[src/rtl/nic_irq_pkg.sv]
package nic_irq_pkg;

    localparam int unsigned NIC_DATA_W    = 32;
    localparam int unsigned NIC_ADDR_W    = 5;
    localparam int unsigned NIC_HW_EVENTS = 10;

    // Which word an access selects
    typedef enum logic [2:0] {
        SEL_STATUS,
        SEL_MASK,
        SEL_CLEAR,
        SEL_SET,
        SEL_PWRDN,
        SEL_NONE
    } reg_sel_e;

    // Write strobes that leave the decoder, already qualified
    typedef struct packed {
        logic mask;
        logic clear;
        logic set;
        logic pwrdn;
    } wr_strobe_t;

    // Byte offsets; a neighbour decodes these, so they are fixed
    localparam logic [7:0] OFF_STATUS = 8'h00;
    localparam logic [7:0] OFF_MASK   = 8'h04;
    localparam logic [7:0] OFF_CLEAR  = 8'h08;
    localparam logic [7:0] OFF_SET    = 8'h0C;
    localparam logic [7:0] OFF_PWRDN  = 8'h10;

    function automatic reg_sel_e offset_to_sel(input logic [7:0] off);
        reg_sel_e s;
        case (off)
            OFF_STATUS: s = SEL_STATUS;
            OFF_MASK:   s = SEL_MASK;
            OFF_CLEAR:  s = SEL_CLEAR;
            OFF_SET:    s = SEL_SET;
            OFF_PWRDN:  s = SEL_PWRDN;
            default:    s = SEL_NONE;
        endcase
        return s;
    endfunction

endpackage

[src/rtl/nic_irq_decode.sv]
module nic_irq_decode
    import nic_irq_pkg::*;
#(
    parameter int unsigned ADDR_W = NIC_ADDR_W
) (
    input  logic              req_valid_i,
    input  logic              req_write_i,
    input  logic [ADDR_W-1:0] req_addr_i,
    input  logic              pwrdn_i,
    output reg_sel_e          sel_o,
    output wr_strobe_t        wr_o,
    output logic              err_o
);

    logic illegal;
    logic accept;

    always_comb begin
        sel_o   = offset_to_sel(8'(req_addr_i));
        illegal = (sel_o == SEL_NONE)
                || (req_write_i && sel_o == SEL_STATUS)
                || (pwrdn_i && sel_o != SEL_PWRDN);
        err_o   = req_valid_i && illegal;
        accept  = req_valid_i && !illegal && req_write_i;
        wr_o.mask  = accept && (sel_o == SEL_MASK);
        wr_o.clear = accept && (sel_o == SEL_CLEAR);
        wr_o.set   = accept && (sel_o == SEL_SET);
        wr_o.pwrdn = accept && (sel_o == SEL_PWRDN);
    end

    // At most one word is written per access
    always_comb begin
        if (req_valid_i) begin
            AST_ONE_WRITE_STROBE: assert ($countones(wr_o) <= 1);
        end
    end

endmodule

[src/rtl/nic_irq_status.sv]
module nic_irq_status
    import nic_irq_pkg::*;
#(
    parameter int unsigned HW_EVENTS = NIC_HW_EVENTS,
    localparam int unsigned STAT_W   = HW_EVENTS + 1,
    localparam int unsigned SOFT_BIT = HW_EVENTS
) (
    input  logic                 clk_i,
    input  logic                 rst_i,
    input  logic [HW_EVENTS-1:0] hw_evt_i,
    input  logic                 set_we_i,
    input  logic                 clr_we_i,
    input  logic                 mask_we_i,
    input  logic [STAT_W-1:0]    wdata_i,
    output logic [STAT_W-1:0]    stat_o,
    output logic [STAT_W-1:0]    mask_o,
    output logic                 irq_o
);

    logic [STAT_W-1:0] stat_q, stat_d;
    logic [STAT_W-1:0] mask_q;
    logic              irq_q;

    // Per bit: a hardware source only where one exists; set beats clear
    for (genvar i = 0; i < STAT_W; i++) begin : g_bit
        logic hw_set;
        if (i < HW_EVENTS) begin : g_hw
            assign hw_set = hw_evt_i[i];
        end else begin : g_sw
            assign hw_set = 1'b0;
        end
        assign stat_d[i] = hw_set
                         | (set_we_i & wdata_i[i])
                         | (stat_q[i] & ~(clr_we_i & wdata_i[i]));
    end

    always_ff @(posedge clk_i) begin
        if (rst_i) begin
            stat_q <= '0;
            mask_q <= '0;
            irq_q  <= 1'b0;
        end else begin
            stat_q <= stat_d;
            if (mask_we_i) begin
                mask_q <= wdata_i;
            end
            irq_q <= |(stat_q & mask_q);
        end
    end

    assign stat_o = stat_q;
    assign mask_o = mask_q;
    assign irq_o  = irq_q;

    AST_HW_EVENT_STICKS: assert property (@(posedge clk_i) disable iff (rst_i)
        (|hw_evt_i) |=> ((stat_q[HW_EVENTS-1:0] & $past(hw_evt_i)) == $past(hw_evt_i)));

    AST_SOFT_ONLY_BY_SW: assert property (@(posedge clk_i) disable iff (rst_i)
        $rose(stat_q[SOFT_BIT]) |-> $past(set_we_i && wdata_i[SOFT_BIT]));

    AST_FALL_NEEDS_CLEAR: assert property (@(posedge clk_i) disable iff (rst_i)
        ((~stat_q & $past(stat_q)) & ~($past(clr_we_i) ? $past(wdata_i) : '0)) == '0);

    AST_MASK_HELD: assert property (@(posedge clk_i) disable iff (rst_i)
        !mask_we_i |=> $stable(mask_q));

endmodule

[src/rtl/nic_irq_regs.sv]
module nic_irq_regs
    import nic_irq_pkg::*;
#(
    parameter int unsigned HW_EVENTS = NIC_HW_EVENTS,
    parameter int unsigned DATA_W    = NIC_DATA_W,
    parameter int unsigned ADDR_W    = NIC_ADDR_W
) (
    input  logic                 clk_i,
    input  logic                 rst_i,
    input  logic [HW_EVENTS-1:0] hw_evt_i,
    input  logic                 req_valid_i,
    input  logic                 req_write_i,
    input  logic [ADDR_W-1:0]    req_addr_i,
    input  logic [DATA_W-1:0]    req_wdata_i,
    output logic                 rsp_valid_o,
    output logic                 rsp_err_o,
    output logic [DATA_W-1:0]    rsp_rdata_o,
    output logic                 irq_o
);

    localparam int unsigned STAT_W = HW_EVENTS + 1;

    reg_sel_e          sel;
    wr_strobe_t        wr;
    logic              err;
    logic              pwrdn_q;
    logic [STAT_W-1:0] stat;
    logic [STAT_W-1:0] mask;
    logic [DATA_W-1:0] rdata_d;
    logic              rsp_valid_q;
    logic              rsp_err_q;
    logic [DATA_W-1:0] rsp_rdata_q;
    logic              unused_wdata_hi;

    assign unused_wdata_hi = ^req_wdata_i[DATA_W-1:STAT_W];

    nic_irq_decode #(
        .ADDR_W (ADDR_W)
    ) u_decode (
        .req_valid_i (req_valid_i),
        .req_write_i (req_write_i),
        .req_addr_i  (req_addr_i),
        .pwrdn_i     (pwrdn_q),
        .sel_o       (sel),
        .wr_o        (wr),
        .err_o       (err)
    );

    nic_irq_status #(
        .HW_EVENTS (HW_EVENTS)
    ) u_status (
        .clk_i     (clk_i),
        .rst_i     (rst_i),
        .hw_evt_i  (hw_evt_i),
        .set_we_i  (wr.set),
        .clr_we_i  (wr.clear),
        .mask_we_i (wr.mask),
        .wdata_i   (req_wdata_i[STAT_W-1:0]),
        .stat_o    (stat),
        .mask_o    (mask),
        .irq_o     (irq_o)
    );

    always_comb begin
        rdata_d = '0;
        if (req_valid_i && !req_write_i && !err) begin
            case (sel)
                SEL_STATUS: rdata_d = DATA_W'(stat);
                SEL_MASK:   rdata_d = DATA_W'(mask);
                SEL_PWRDN:  rdata_d = DATA_W'(pwrdn_q);
                default:    rdata_d = '0;
            endcase
        end
    end

    always_ff @(posedge clk_i) begin
        if (rst_i) begin
            pwrdn_q     <= 1'b0;
            rsp_valid_q <= 1'b0;
            rsp_err_q   <= 1'b0;
            rsp_rdata_q <= '0;
        end else begin
            if (wr.pwrdn) begin
                pwrdn_q <= req_wdata_i[0];
            end
            rsp_valid_q <= req_valid_i;
            rsp_err_q   <= err;
            rsp_rdata_q <= rdata_d;
        end
    end

    assign rsp_valid_o = rsp_valid_q;
    assign rsp_err_o   = rsp_err_q;
    assign rsp_rdata_o = rsp_rdata_q;

    AST_RSP_NEXT_CYCLE: assert property (@(posedge clk_i) disable iff (rst_i)
        req_valid_i |=> rsp_valid_o);

    AST_NO_SPURIOUS_RSP: assert property (@(posedge clk_i) disable iff (rst_i)
        !req_valid_i |=> !rsp_valid_o);

    AST_PWRDN_BLOCKS: assert property (@(posedge clk_i) disable iff (rst_i)
        (req_valid_i && pwrdn_q && 8'(req_addr_i) != OFF_PWRDN) |=> rsp_err_o);

    AST_ERR_ZERO_DATA: assert property (@(posedge clk_i) disable iff (rst_i)
        rsp_err_o |-> (rsp_rdata_o == '0));

endmodule

[config.mk]
export PLATFORM = sky130hd
export DESIGN_NAME = nic_irq_regs
export DESIGN_NICKNAME = d
export VERILOG_FILES = /design/src/rtl/nic_irq_pkg.sv /design/src/rtl/nic_irq_decode.sv /design/src/rtl/nic_irq_status.sv /design/src/rtl/nic_irq_regs.sv
export SDC_FILE = /design/constraint.sdc
export NUM_CORES = 1
export LEC_CHECK = 0
export CAP_MARGIN = 20
export CORE_MARGIN = 2
export CORE_UTILIZATION = 35
export DETAILED_ROUTE_END_ITERATION = 12
export PLACE_DENSITY = 0.8
export SLEW_MARGIN = 10
export SYNTH_ARGS = -nofsm -noshare
export SYNTH_HDL_FRONTEND = slang
export SYNTH_SLANG_ARGS = --single-unit
[constraint.sdc]
create_clock -name clk_i -period 2.9 [get_ports clk_i]
set_clock_uncertainty 0.2 [all_clocks]
set_input_delay 0.29 -clock clk_i [delete_from_list [all_inputs] [get_ports clk_i]]
set_output_delay 0.29 -clock clk_i [all_outputs]
set_load 0.01 [all_outputs]
==> metrics.txt <==
Worst EP arrival=approximately 2.1 ns; Worst VDD drop=approximately 220 uV; Max Cap Violations=0; CTS max path bufs=2; area delta synth->final=28.20%; Reg clk slew, reported paths=about 0.070 ns; Yosys cell types=31; Setup Fix Bufs, Post-CTS=0; PortBufs=between 40 and 50; Hold Path Origin=u_status.stat_o[7]$_SDFF_PP0_; Die Wd=77.57 um; largest family of logic cells by synthesized area=simple AND/OR/NAND/NOR gates; layout cell share with drive strength beyond 1=0.06746; Worst R2R Path Depth=4; Compound-Gate Fraction of Synth Area=0.1585; Final Max Slew Viols=0; Die ar.=approximately 6000 um2; flops & latches, synth=37; XOR/XNOR Fraction of Synth Area=0; Critical Path Start Type=input port; Finish-stage setup viols=0; TNS Setup=0 ns; # DRC=0; area of the multi-input gates=1012 um2; CTS-repair resized insts=0; Leakage=slightly above 0.9 nW; DR vias/cell=approximately 5; n_diodes=0; sequential cell area=about 740 um2; filler instances=between 400 and 500; Max stage delay cell, worst path=clkdlybuf4s50_1; total gr overflow=0; Initial Util=0.3662; worst r2r src=pwrdn_q$_SDFFE_PP0P_; Die Ht=between 70 and 80 um; FP Rows=26; RR Endpoint=u_status.stat_o[5]$_SDFF_PP0_; worst setup margin=~0.8 ns; worst slack, placed=~0.54 ns; 1st-iter DRT viols=between 150 and 200; Seq/Total Area, Yosys=0.3910; Setup Crit Path Kind=in2reg; RSZ-0062 raised after global routing=no; Worst slew margin=0.5664; Switching Share=0.2270; minimum clock period=2.081 ns; Pwr Density=roughly 460 nW/um2; Clk Tree Root Cell=clkbuf_8; run status=completed; most numerous cell on the critical path=buf_4; Pre-antenna DRT Iters=4; fin nets=~300; DRT antenna net count=0; Worst EP required=roughly 2.9 ns; combinational share of power=0.120; Hold Crit Depth=2; Simple-Gate Fraction of Synth Area=0.2649; post-synthesis adder-cell area fraction=0; Worst-Skew Late Latency=around 0.29 ns; fmax=480.6 MHz; detailed placement HPWL=between 3 and 4 mm; drt wl/cell=approximately 13 um; Routed WL=4.057 mm; Reg2Reg Setup Slack=roughly 1.2 ns; synthesized area per cell=9.064 um2; Pwr Total=1.125 mW; Placer Congestion=~0.8; H-tree levels=2; mux share of post-synthesis cell area=0.06935; Switch Pwr=between 0.2 and 0.3 mW; detailed-route via count=roughly 1600; Core Box Area=about 5200 um2; Hold EP=rsp_rdata_o[7]$_SDFF_PP0_; initial antenna violation count=0; worst-margin pin slew=~0.65 ns; CP max FO=21; Synthesis Warnings=0; gr usage total=0.1421; vias in the first global route=1444; Ports=between 80 and 90; Tcrit/Tclk final=0.7175; Hold Crit Class=reg2reg; Cell Area, Synth=about 1900 um2; Internal Power=around 0.87 mW; sequential share of power=0.473; clock power share=0.407; first-pass GRT wire length=approximately 6.8 mm; CTS Hold Buffers Added=0; clock sink count=37; Fin. Hold Viols=0; Synth Instances=~210; CTS tree=done; crit-path max cell delay=approximately 0.57 ns; CP Capture Type=register; largest net degree at the start of global routing=39; Inserted Clock Buffers=5; worst path cell trace=clkdlybuf4s50_1, nor3_4, buf_4, and3_1, buf_4, mux2i_1
[per-stage QoR]
stage | hold slack [ns] | util | instances | instance area [um2]
after detailed placement | 0.2821 | 0.4463 | 314 | 2308
after CTS | 0.2946 | 0.4695 | 322 | 2429
after global placement | 0.2799 | 0.4463 | 314 | 2308
after floorplan | 0.2004 | - | 229 | 1969
after global routing | 0.3112 | 0.4695 | 322 | 2429
final | 0.2936 | 0.4695 | 322 | 2429
[power by group through the flow]
stage               Clock, mW  Combinational (mW)  Sequential, mW
floorplan                   0              0.0890           0.540
global placement            0               0.132           0.542
detailed placement          0               0.134           0.543
CTS                     0.468               0.135           0.531
global route            0.492               0.148           0.533
finish                  0.458               0.135           0.532
[worst max-delay path: cells and delay by family]
kind,cells,cell delay (ns)
buffers and inverters,3,1.08
multiplexers,1,0.21
AND/OR/NAND/NOR,2,0.53
[cells in the mapped netlist (all sizes together)]
cell    number  area share
a311oi      10       0.046
o21ai        1      0.0026
clkbuf       6       0.012
a21o        10       0.040
a222oi       1      0.0053
nor2b       12       0.040
nand3       22       0.058
and3b        1      0.0046
nand2b      25       0.083
a32oi        1      0.0046
buf         27        0.10
nor3         1      0.0086
nor3b        1      0.0040
dfxtp       37        0.39
mux2i       12       0.063
and3         3      0.0099
a22o         2      0.0092
a21boi       1      0.0040
conb         1      0.0020
nor2        13       0.026
a21oi       11       0.029
a21bo        1      0.0053
and4b        2       0.011
nand4        2      0.0066
a31oi        1      0.0033
mux2         1      0.0059
a221oi       2      0.0092
nor4         2       0.015
[cell type report]
class,instances,share of cell area
Multi-Input combinational cell,159,0.4168
Sequential cell,37,0.3050
Timing Repair Buffer,48,0.1927
Tap cell,70,0.03606
Clock buffer,6,0.03400
Clock inverter,2,0.01546
[cells by family (layout without fill, tap and decap cells)]
kind of cell / after synthesis / in the layout
mux: 13 / 13
flops: 37 / 37
compound gates: 41 / 41
other cells: 1 / 21
buf+inv: 33 / 56
simple gates: 84 / 84
[metal layers]
metal  track usage  wire length (um)  up-vias
li1              -                 -      788
met1        0.1766              1853      738
met2        0.2270              1909       61
met3       0.03488               213        7
met4       0.07500                79        0
met5             0                 0        -
[worst max path at each step]
stage                               from                              end  slack (ns)  depth (start not counted)
finish                     req_addr_i[4]  u_status.mask_o[2]$_SDFFE_PP0P_        0.82                          6
global route               req_addr_i[4]  u_status.mask_o[2]$_SDFFE_PP0P_        0.70                          6
CTS                        req_addr_i[4]  u_status.mask_o[2]$_SDFFE_PP0P_        0.85                          6
detailed placement         req_addr_i[4]  u_status.mask_o[7]$_SDFFE_PP0P_        0.54                          6
global placement           req_addr_i[4]  u_status.mask_o[4]$_SDFFE_PP0P_        0.60                          6
floorplan           pwrdn_q$_SDFFE_PP0P_    u_status.stat_o[0]$_SDFF_PP0_        1.49                          4
[state kept, by name, summed over array words and instances, names as in the netlist]
register,count
rsp_err_o,1
u_status.mask_o,11
rsp_rdata_o,11
u_status.stat_o,11
u_status.irq_o,1
rsp_valid_o,1
pwrdn_q,1
[placed cells by master, fill, tap and decap left out, drive strengths merged, types with 11 or more instances in the layout]
| cell type | count |
|---|---|
| clkdlybuf4s50 | 43 |
| dfxtp | 37 |
| nand2b | 25 |
| nand3 | 22 |
| conb | 21 |
| nor2 | 13 |
| nor2b | 12 |
| mux2i | 12 |
| a21oi | 11 |
Note: power is estimated with default switching activity, not from simulation.
